<file path="config.mk">
export PLATFORM = sky130hd
export DESIGN_NAME = txn_tracker
export DESIGN_NICKNAME = d
export VERILOG_FILES = /design/src/rtl/txn_tracker.sv
export SDC_FILE = /design/constraint.sdc
export NUM_CORES = 1
export LEC_CHECK = 0
export BUFFER_PORTS_ARGS = -buffer_cell sky130_fd_sc_hd__buf_2
export CORE_MARGIN = 4
export CORE_UTILIZATION = 40
export CTS_CLUSTER_SIZE = 30
export DETAILED_ROUTE_END_ITERATION = 6
export PLACE_DENSITY = 0.69
export SLEW_MARGIN = 30
export SYNTH_ARGS = -nofsm -noshare
export SYNTH_HDL_FRONTEND = slang
export SYNTH_SLANG_ARGS = --single-unit
</file>
<file path="constraint.sdc">
create_clock -name clk -period 6.4 [get_ports clk]
set_input_delay 1.28 -clock clk [delete_from_list [all_inputs] [get_ports clk]]
set_output_delay 1.28 -clock clk [all_outputs]
set_load 0.01 [all_outputs]
</file>
<file path="src/rtl/txn_tracker.sv">
module txn_tracker #(
  parameter int SLOTS      = 4,
  parameter int ADDR_W     = 16,
  parameter int DATA_W     = 32,
  parameter int STATE_W    = 4,
  parameter int CNT_W      = 6,
  parameter int TRIG_DEPTH = 8,
  localparam int SLOT_W    = $clog2(SLOTS),
  localparam int TP_W      = $clog2(TRIG_DEPTH)
) (
  input  logic                     clk,
  input  logic                     rst_n,
  input  logic                     alloc_req,
  input  logic [ADDR_W-1:0]        alloc_addr,
  input  logic [STATE_W-1:0]       alloc_state,
  input  logic [DATA_W-1:0]        alloc_data,
  input  logic                     alloc_dirty,
  output logic [SLOT_W-1:0]        alloc_slot,
  output logic                     alloc_stall,
  input  logic                     upd_valid,
  input  logic [SLOT_W-1:0]        upd_slot,
  input  logic signed [CNT_W-1:0]  upd_acks,
  input  logic                     st_wr_valid,
  input  logic [SLOT_W-1:0]        st_wr_slot,
  input  logic [STATE_W-1:0]       st_wr_state,
  input  logic                     dealloc_valid,
  input  logic [SLOT_W-1:0]        dealloc_slot,
  output logic                     coll_err,
  input  logic [SLOT_W-1:0]        rd_slot,
  output logic                     rd_valid,
  output logic [ADDR_W-1:0]        rd_addr,
  output logic [STATE_W-1:0]       rd_state,
  output logic [DATA_W-1:0]        rd_data,
  output logic signed [CNT_W-1:0]  rd_count,
  output logic [1:0]               rd_wb_kind,
  output logic                     trig_valid,
  output logic [ADDR_W-1:0]        trig_addr,
  input  logic                     trig_pop
);

  logic [SLOTS-1:0]          valid_q;
  logic [ADDR_W-1:0]         addr_q  [SLOTS];
  logic [STATE_W-1:0]        state_q [SLOTS];
  logic [DATA_W-1:0]         data_q  [SLOTS];
  logic [SLOTS-1:0]          dirty_q;
  logic signed [CNT_W-1:0]   cnt_q   [SLOTS];

  logic [ADDR_W-1:0]         fifo_q  [TRIG_DEPTH];
  logic [TP_W-1:0]           wp_q, rp_q;
  logic [TP_W:0]             fifo_cnt;

  logic [SLOT_W-1:0]         free_idx;
  logic                      any_free;
  logic                      alloc_go, upd_hit, push, do_push, do_pop;
  logic signed [CNT_W-1:0]   cnt_next;

  always_comb begin
    free_idx = '0;
    any_free = 1'b0;
    for (int i = SLOTS - 1; i >= 0; i--) begin
      if (!valid_q[i]) begin
        free_idx = SLOT_W'(i);
        any_free = 1'b1;
      end
    end
  end

  assign alloc_slot  = free_idx;
  assign alloc_stall = alloc_req & ~any_free;
  assign alloc_go    = alloc_req & any_free;

  assign coll_err = upd_valid & dealloc_valid & (upd_slot == dealloc_slot);
  assign upd_hit  = upd_valid & valid_q[upd_slot] & ~coll_err;
  assign cnt_next = cnt_q[upd_slot] - upd_acks;
  assign push     = upd_hit & (cnt_next == '0);
  assign do_push  = push & (fifo_cnt != (TP_W+1)'(TRIG_DEPTH));
  assign do_pop   = trig_pop & (fifo_cnt != '0);

  assign rd_valid   = valid_q[rd_slot];
  assign rd_addr    = addr_q[rd_slot];
  assign rd_state   = state_q[rd_slot];
  assign rd_data    = data_q[rd_slot];
  assign rd_count   = cnt_q[rd_slot];
  assign rd_wb_kind = !rd_valid ? 2'b00 : (dirty_q[rd_slot] ? 2'b10 : 2'b01);

  assign trig_valid = (fifo_cnt != '0);
  assign trig_addr  = fifo_q[rp_q];

  function automatic logic [TP_W-1:0] ptr_inc(input logic [TP_W-1:0] p);
    return (p == TP_W'(TRIG_DEPTH - 1)) ? '0 : p + 1'b1;
  endfunction

  always_ff @(posedge clk) begin
    if (!rst_n) begin
      valid_q <= '0;
      dirty_q <= '0;
      for (int i = 0; i < SLOTS; i++) begin
        addr_q[i]  <= '0;
        state_q[i] <= '0;
        data_q[i]  <= '0;
        cnt_q[i]   <= '0;
      end
    end else begin
      if (st_wr_valid && valid_q[st_wr_slot])
        state_q[st_wr_slot] <= st_wr_state;
      if (upd_hit)
        cnt_q[upd_slot] <= cnt_next;
      if (dealloc_valid)
        valid_q[dealloc_slot] <= 1'b0;
      if (alloc_go) begin
        valid_q[free_idx] <= 1'b1;
        addr_q[free_idx]  <= alloc_addr;
        state_q[free_idx] <= alloc_state;
        data_q[free_idx]  <= alloc_data;
        dirty_q[free_idx] <= alloc_dirty;
        cnt_q[free_idx]   <= '0;
      end
    end
  end

  always_ff @(posedge clk) begin
    if (!rst_n) begin
      wp_q     <= '0;
      rp_q     <= '0;
      fifo_cnt <= '0;
      for (int i = 0; i < TRIG_DEPTH; i++) fifo_q[i] <= '0;
    end else begin
      if (do_push) begin
        fifo_q[wp_q] <= addr_q[upd_slot];
        wp_q         <= ptr_inc(wp_q);
      end
      if (do_pop) rp_q <= ptr_inc(rp_q);
      fifo_cnt <= fifo_cnt + (TP_W+1)'(do_push) - (TP_W+1)'(do_pop);
    end
  end

endmodule


</file>
### Word-level counts from Yosys, hierarchy flattened

Memories as Yosys holds them, arrays and structs flattened. A register that Yosys moved wholly into a read port is not among the register bits.
Cells that the tools add are included.

| word-level totals | value |
|---|---|
| flip-flop bits (word level) | 18 |
| bits in latches | 0 |
| RAM bits | 360 |
| memory bits (read-only) | 0 |
| input bits | 78 |
| output and inout bits | 82 |
| memories | 5 |

Memories:

| memory | words | bits a word | rd ports | clocked after memory_dff | wr ports | line | text |
|---|---|---|---|---|---|---|---|
| data_q | 4 | 32 | 1 | 0 | 4 | 44 | `logic [DATA_W-1:0] data_q [SLOTS];` |
| fifo_q | 8 | 16 | 1 | 1 | 8 | 48 | `logic [ADDR_W-1:0] fifo_q [TRIG_DEPTH];` |
| addr_q | 4 | 16 | 2 | 0 | 4 | 42 | `logic [ADDR_W-1:0] addr_q [SLOTS];` |
| cnt_q | 4 | 6 | 2 | 0 | 4 | 46 | `logic signed [CNT_W-1:0] cnt_q [SLOTS];` |
| state_q | 4 | 4 | 1 | 0 | 4 | 43 | `logic [STATE_W-1:0] state_q [SLOTS];` |

| operators by class | value |
|---|---|
| add/subtract/negate cells | 5 |
| multipliers | 0 |
| div/mod/pow operators | 0 |
| $lt $le $gt $ge | 7 |
| equality and inequality tests | 4 |
| shift operators | 0 |
| multiplexer cells | 64 |
| bitwise operators | 14 |
| reductions and logical operators | 12 |

Operator list:

| cell | number |
|---|---|
| 2-to-1 mux 16 bit | 2 |
| 2-to-1 mux 32 bit | 1 |
| OR reduction 16 bit | 2 |
| OR reduction 32 bit | 1 |
| 2-to-1 mux 1 bit | 30 |
| 2-to-1 mux 2 bit | 12 |
| 2-to-1 mux 4 bit | 5 |
| less-than comparator 2 x 3 -> 1 bit, second input constant | 5 |
| 2-to-1 mux 3 bit | 5 |
| 2-to-1 mux 6 bit | 2 |
| OR reduction 6 bit | 2 |
| AND 1 bit | 9 |
| binary-select mux 1 bit (select 2 bit) | 4 |
| OR reduction 4 bit | 2 |
| adder 3 x 1 -> 3 bit, second input constant | 2 |
| == test 3 bit, second input constant | 2 |
| logical NOT 6 bit | 1 |
| subtractor 6 bit | 1 |
| adder 4 x 1 -> 4 bit | 1 |
| AND 4 bit | 1 |
| bitwise mux 4 bit | 1 |
| demux 1 bit (select 2 bit) | 2 |
| >= comparator 2 x 1 -> 1 bit, second input constant | 2 |
| inequality test 4 bit, second input constant | 1 |
| other kinds (7) | 10 |

### Longest topological paths before layout

Gate-level depths: netlist of the first run.

| depth | value |
|---|---|
| depth in word-level cells | 11 |
| depth in mapped cells | 19 |
| mapped depth without buffers | 15 |

### Least setup slack after synthesis of the first run

No wires, ideal clock.

| path | value |
|---|---|
| kind | input-to-reg |
| start point | input port upd_slot[1] |
| end point | register fifo_cnt[2] |
| library setup time | 128 ps |
| data arrival time | 5257 ps |
| path slack | 1016 ps |
| cell stages on the path | 15 |
| buffers on the path | 3 |
| cells stage by stage | buf_2 > buf_1 > buf_2 > mux4_2 > ha_1 > and3b_1 > or3_1 > a21oi_4 > nand3_1 > ha_1 > inv_1 > ha_1 > fa_1 > xnor2_1 > nor2_1 |

| between the ends | value |
|---|---|
| cells in the longest elaborated chain, start to end | 8 |
| elaborated cells between the ends (all ways) | 14 |
| classes of those cells | add/sub: 3; eq/ne: 1; mux: 2; bitwise: 6; reduce/logical: 1; memory: 1 |

RTL lines:

| what | line | text |
|---|---|---|
| from (decl) | 21 | `input logic [SLOT_W-1:0] upd_slot,` |
| branches (longest 4 deep; another with memory (4 x 6 bit)) | - |  |
| AND 1 bit (*) | 75 | `assign push = upd_hit & (cnt_next == '0);` |
| AND 1 bit (*) | 76 | `assign do_push = push & (fifo_cnt != (TP_W+1)'(TRIG_DEPTH));` |
| adder 4 x 1 -> 4 bit (*) | 133 | `fifo_cnt <= fifo_cnt + (TP_W+1)'(do_push) - (TP_W+1)'(do_pop);` |
| subtractor 4 x 1 -> 4 bit (*) | 133 |  |
| to (signal assigned) | 133 |  |
| to (decl) | 50 | `logic [TP_W:0] fifo_cnt;` |

Mark *: on every way between the ends. The select of a mux whose other input is x is not followed.
A chain may end at the register's enable or synchronous reset.

==> metrics, run 1 <==
CP Capture Type flop; VDD IR-drop max 0.221 mV; total track usage 0.188; I/O pin count 160; RSZ-0062 raised after global routing no; die outline area 0.0473 mm2; DRC viols 0; Yosys top cell area share 0.575; routability cong. 0.833; vias in the first global route 11200; max-cap violation count 0; row count 76; first-pass GRT wire length 68200 um; total power 6.17 mW; nets 1500; post-synth top area cell edfxtp_1; syn avg cell area 13.9 um2; WL final 44500 um; EDFF count, synth 336; Starting Density 0.406; proportion of layout cells with a drive suffix above 1 0.287; Clock Sinks 381; cell area after placement 0.0189 mm2; worst-path fanout max 17; Least-Margin Pin Slew 1.04 ns; cell with the most instances after synthesis edfxtp_1; post-route ant nets 0; min cycle time layout 4.70 ns; Syn Nets 1354; status complete, no violations; Via density 5.41; Iteration-0 DRC Markers 871; fmax 213 MHz; Worst-Skew Late Latency 0.56 ns; post-DP HPWL 29000 um; fin. max-slew vios 0; Layout Skew 0.0142 ns; CTS buffer count 42; CP Data Arrival Time 4.88 ns; ys async rst share 0; TNS Setup 0 ns; hold depth 2; P&R area growth vs syn 15.8%; Hold Crit Class reg -> reg; FILL cells 3863; setup violators final 0; First-pass DRT Iterations 5; critical path launch point type primary input; Hold-fix buffers, CTS 0; clk buf depth 3; fin crit share 0.734; Resized cells post-CTS 0; sequential share of the synthesized area 0.627; CP Class in -> reg; PortBufs 159; total gr overflow 0; Ys Warns 0; synth cell count leaders edfxtp_1 (336), nor2_1 (295), nand2_1 (117); Post-CTS Setup Bufs 0; Vias 10900; leakage 7.76 nW; final instance area 0.0203 mm2; Mapped Area 0.0175 mm2; Core Area 0.0432 mm2; Die X 217 um; Die H 217 um; TritonCTS clock tree yes; Worst Reg-to-Reg Cells 9; clk slew on worst S/H paths 0.06 ns; Synth cell types 56; prevailing post-synth register cell edfxtp_1; largest net degree at the start of global routing 50; relative slew slack 0.304; Final WS setup 1.70 ns; CP required 6.58 ns; PwrDens 304 mW/mm2; Final Hold Viols 0; largest cells by area after synthesis edfxtp_1 (58%), mux4_2 (13%), nor2_1 (6.3%), dfxtp_1 (5.1%), nand2_1 (2.5%); Max H-tree Level 2; Post-Syn Instances 1258; pre-CTS setup slack 1.15 ns; Root Driver clkbuf_16; Yosys reg bits 381; initial antenna violation count 6; per-cell routed wire length 22.0 um
[area by class of cell]
class	instances	area, um2	area share
diodes	2	5.00	0.000246
inverters	66	248	0.0122
multi-input cells	734	5970	0.294
flip-flops and latches	381	11000	0.541
clock buffers	56	1180	0.0580
repair buffers	179	961	0.0473
clock inverters	19	221	0.0109
well taps	585	732	0.0360
[sequential cells by signal, summed over array words and instances (netlist names), named ones only]
signal,flops
data_q,128
fifo_q,128
addr_q,64
cnt_q,24
state_q,16
dirty_q,4
fifo_cnt,4
valid_q,4
rp_q,3
wp_q,3
[critical path, stage by stage]
cell and delay (ns):
buf_2 0.22, mux4_2 0.52, inv_1 0.07, ha_1 0.18, fa_1 0.21, xor2_1 0.35, nand4b_1 0.27, a21oi_4 0.56
o2111ai_4 0.44, nand2_1 0.75
[metal layers]
layer / up-vias / routed length [um] / track usage
met5: - / 74 / 0
met4: 8 / 909 / 0.0466
li1: 4902 / - / -
met1: 5488 / 17800 / 0.253
met2: 467 / 21600 / 0.308
met3: 67 / 4150 / 0.0497
[through the flow]
stage                util  hold slack (ns)  std cells
finish              0.470            0.474       2022
global route        0.470            0.487       2020
CTS                 0.470            0.467       2020
detailed placement  0.438            0.458       1945
global placement    0.437            0.442       1945
floorplan               -            0.433       1258
[cells in the final DEF (no fill, tap or decap), types with 9 or more instances in the layout]
cell type  instances
mux2i_1           32
a32o_1             9
clkbuf_1          10
o21ai_1           12
clkbuf_16         45
mux2_2            37
edfxtp_1         336
buf_4             20
ha_1              16
buf_2            158
inv_1             63
mux4_2           100
nand2_1          115
dfxtp_1           44
nor2_1           295
a21oi_1           12
[worst paths after layout]
check,from,endpoint,slack [ns]
worst max-delay path,upd_slot[1],fifo_q[5][12],1.70
worst min-delay path,dirty_q[1],dirty_q[1],0.47
worst min register to register,dirty_q[1],dirty_q[1],0.47
worst max register to register,cnt_q[1][0],fifo_q[5][12],2.35
[cells by family (layout without fill, tap and decap cells)]
group | Yosys count | count (layout) | synth area share
AOI/OAI and AO/OA | 77 | 77 | 0.0412
xor gates and xnor gates | 6 | 6 | 0.00343
adders and majority gates | 18 | 18 | 0.0137
buffers and inverters | 143 | 320 | 0.0356
DFF | 381 | 381 | 0.627
muxes | 169 | 169 | 0.170
other | 0 | 2 | 0
and+or+nand+nor | 464 | 464 | 0.109
[power by group]
group          switching [mW]  leakage (nW)  internal (mW)  total [mW]
combinational           0.440          3.27          0.342       0.783
clock                   0.973         0.676           1.49        2.46
sequential             0.0885          3.82           2.84        2.93
total                    1.50          7.76           4.67        6.17
Note: power is estimated with default switching activity, not from simulation.
==> inputs of run 2 (changes only) <==
--- a/config.mk
+++ b/config.mk
@@ -5,6 +5,7 @@
 export SDC_FILE = /design/constraint.sdc
 export NUM_CORES = 1
 export LEC_CHECK = 0
+export ABC_AREA = 1
 export BUFFER_PORTS_ARGS = -buffer_cell sky130_fd_sc_hd__buf_2
 export CORE_MARGIN = 4
 export CORE_UTILIZATION = 40
==> constraint.sdc (replaced) <==
create_clock -name clk -period 4.39 [get_ports clk]
set_input_delay 0.878 -clock clk [delete_from_list [all_inputs] [get_ports clk]]
set_output_delay 0.878 -clock clk [all_outputs]
set_load 0.01 [all_outputs]
==> run 2 against run 1 <==
  * Power up 54%
  * Final cell count rose by 31%
  * Worst hold slack gained 0.00072 ns
  * Combinational power grew 98%
  * Clock power up 52%
  * Worst setup slack got worse by 0.92 ns
  * Critical path depth up 9
  * Die area up 1.8%
  * Via count rose by 28%
  * First-iteration DRC count up 19%
  * Count of clock-buffer cells in the layout decreased by 5
  * Non-clock buffer count rose by 38
  * Largest cell class unchanged
==> metrics, run 2 <==
Post-CTS Setup Bufs 0 (unchanged); Starting Density 0.404 (-0.00203); vias in the first global route 14100 (+26%); post-route ant nets 0 (unchanged); commonest non-fill, non-tap cell in the layout nor2_1; PwrDens 454 mW/mm2 (+49%); relative slew slack 0.390 (+0.0856); CP max-delay cell fa_1; setup violators final 0 (unchanged); critical path launch point type primary input; reg-to-reg startpoint cnt_q[0][0]; Worst-Skew Late Latency 0.54 ns (-0.02 ns); I/O pin count 160 (unchanged); per-cell routed wire length 18.1 um (-18%); storage element area 0.0110 mm2 (about the same); fin crit share 0.822; TNS Setup 0 ns (unchanged); FILL cells 4064 (+5.2%); r2r setup slk 0.99 ns (-1.36 ns); adder-cell share of the synthesized area 0.0134 (-0.000258); PortBufs 159 (unchanged); EDFF count, synth 336 (unchanged); Compound-Gate Fraction of Synth Area 0.115 (+0.0738); Root Driver clkbuf_16; crit-path cells buf_2, nand2_1, inv_1, a221oi_1, ha_1, fa_1, nand2_1, inv_1, nand3_1, nor2_1, nand3_1, nor2_4, nand3_1, ha_1, inv_1, ha_1, fa_1, xnor2_1, nor2_1; post-DP HPWL 30600 um (+5.5%); Max H-tree Level 2 (unchanged); proportion of layout cells with a drive suffix above 1 0.154 (-0.133); CP Class in -> reg; worst r2r dst fifo_cnt[2]; DRC viols 0 (unchanged); first-pass GRT wire length 75500 um (+11%); row count 77 (+1.3%); RSZ-0062 raised after global routing no; post-layout util 0.472 (+0.00202); Layout Cells excl Fill 2652 (+31%); initial antenna violation count 10 (+4); Least-Margin Pin Slew 0.907 ns (-0.129 ns); Die H 219 um (+0.92%); top flop regs data_q: 128 flops, fifo_q: 128 flops, addr_q: 64 flops; WL final 47900 um (+7.7%); Simple-Gate Fraction of Synth Area 0.192 (+0.0834); commonest non-fill, non-tap cells in the layout nor2_1 (517), edfxtp_1 (336), o21ai_0 (197); clk buf depth 3 (unchanged); Final Hold Viols 0 (unchanged); max-cap violation count 0 (unchanged); CP Data Arrival Time 4.03 ns (-0.85 ns); Worst path max stage delay 0.55 ns (-0.20 ns); routability cong. 0.915 (+9.9%); total power 9.49 mW (+54%); prevailing post-synth register cell edfxtp_1; n_diodes 0 (-2); TritonCTS clock tree yes; largest net degree at the start of global routing 122 (+140%); post-synth top area cell edfxtp_1; die outline area 0.0481 mm2 (+1.8%); crit path from upd_slot[0]; Hold Crit Class reg -> reg; Multi-input gate area 0.00579 mm2 (-3.0%); Yosys reg bits 381 (unchanged); Worst Reg-to-Reg Cells 18 (+9); CP required 4.81 ns (-1.77 ns); fin. max-slew vios 0 (unchanged); CP Capture Type flop; min cycle time layout 3.61 ns; CTS buffer count 42 (unchanged); Yosys top cell area share 0.565 (-0.0108); mux share of post-synthesis cell area 0 (-0.170); Post-Syn Instances 1879 (+49%); largest cells by area after synthesis edfxtp_1 (56%), nor2_1 (11%), o21ai_0 (5.5%), dfxtp_1 (5.0%), nand2_1 (4.1%); fmax 277 MHz; synth cell count leaders nor2_1 (519), edfxtp_1 (336), o21ai_0 (197); clk slew on worst S/H paths 0.06 ns (about the same); P&R area growth vs syn 16.9%; VDD IR-drop max 0.379 mV (+71%); total track usage 0.197 (+0.00883); Hold-fix buffers, CTS 0 (unchanged); Ys Warns 0 (unchanged); Layout Skew 0.0131 ns (-0.00114 ns); XOR/XNOR share of the synthesized area 0.000980 (-0.00244); sequential share of the synthesized area 0.615 (-0.0118); cell with the most instances after synthesis nor2_1; Fin Hold WS 0.475 ns (+0.000716 ns); Core Area 0.0442 mm2 (+2.4%); Via density 5.30 (-2.1%); worst-path fanout max 8 (-9); total gr overflow 0 (unchanged); syn avg cell area 9.51 um2 (-32%); Resized cells post-CTS 0 (unchanged); Clock Sinks 381 (unchanged); largest family of logic cells by synthesized area simple AND/OR/NAND/NOR gates; Placed Instances 2577 (+32%); Iteration-0 DRC Markers 1040 (+19%); critical path endpoint fifo_cnt[2]; ys async rst share 0 (unchanged); Syn Nets 1975 (+46%); nets 2125 (+42%); Vias 14000 (+28%); Die X 219 um (+0.92%); Synth cell types 43 (-23%); First-pass DRT Iterations 6 (+1); Mapped Area 0.0179 mm2 (+1.9%); status complete, no violations; leakage 8.67 nW (+12%)
[run 2: cell types whose count changed after synthesis, sizes merged, moves of 18 or more]
| cell | change |
|---|---|
| nor3 | +18 |
| o21ai | +178 |
| mux4 | -100 |
| inv | +100 |
| nand3 | +69 |
| nor2 | +226 |
| mux2i | -32 |
| o22ai | +85 |
| mux2 | -37 |
| nand2 | +80 |
| clkbuf | +39 |
| a21oi | +25 |
[run 2: metal layers]
| layer | track usage | up-vias | wire length (um) |
|---|---|---|---|
| met5 | 0 | - | 138 |
| met4 | 0.0666 | 20 | 1240 |
| met3 | 0.0530 | 105 | 4030 |
| met2 | 0.337 | 498 | 23400 |
| met1 | 0.242 | 6710 | 19200 |
| li1 | - | 6710 | - |
[run 2: worst min path at each step]
stage,startpoint,endpoint,slack (ns),depth (start not counted)
5_1_grt,cnt_q[1][4],cnt_q[1][4],0.51,2
3_3_place_gp,dirty_q[0],dirty_q[0],0.46,2
3_5_place_dp,cnt_q[1][5],cnt_q[1][5],0.47,2
4_1_cts,cnt_q[1][5],cnt_q[1][5],0.48,2
2_1_floorplan,dirty_q[3],dirty_q[3],0.44,1
6_report,dirty_q[0],dirty_q[0],0.47,2
[run 2: stage by stage]
step	worst slack, ns	cell area (um2)
floorplan	0.00865	17900
global placement	0.275	19400
detailed placement	0.208	19400
CTS	0.755	20900
global route	0.447	20900
finish	0.782	20900
[run 2: cell type report]
cell class,instances,area share
Sequential cell,381,0.526
Multi-Input combinational cell,1219,0.277
Timing Repair Buffer,217,0.0607
Clock buffer,51,0.0529
Tap cell,592,0.0355
Inverter,168,0.0304
Clock inverter,24,0.0171
[run 2: logic make-up after synthesis]
kind of cell	Yosys count
fa+ha+maj	18
compound gates	366
flops	381
simple gates	833
xor+xnor	2
buf+inv	279
[run 2: worst max-delay path: cells and delay by family]
family | cells | cell delay (ns)
XOR/XNOR | 1 | 0.14
AND/OR/NAND/NOR | 8 | 0.71
buffers and inverters | 4 | 0.43
adder cells (fa/ha/maj) | 5 | 1.71
AO/OA/AOI/OAI | 1 | 0.13
[run 2: where the power goes]
group / total [mW] / internal [mW] / switching (mW)
clock: 3.75 / 2.33 / 1.42
sequential: 4.20 / 4.13 / 0.0723
combinational: 1.55 / 0.502 / 1.05
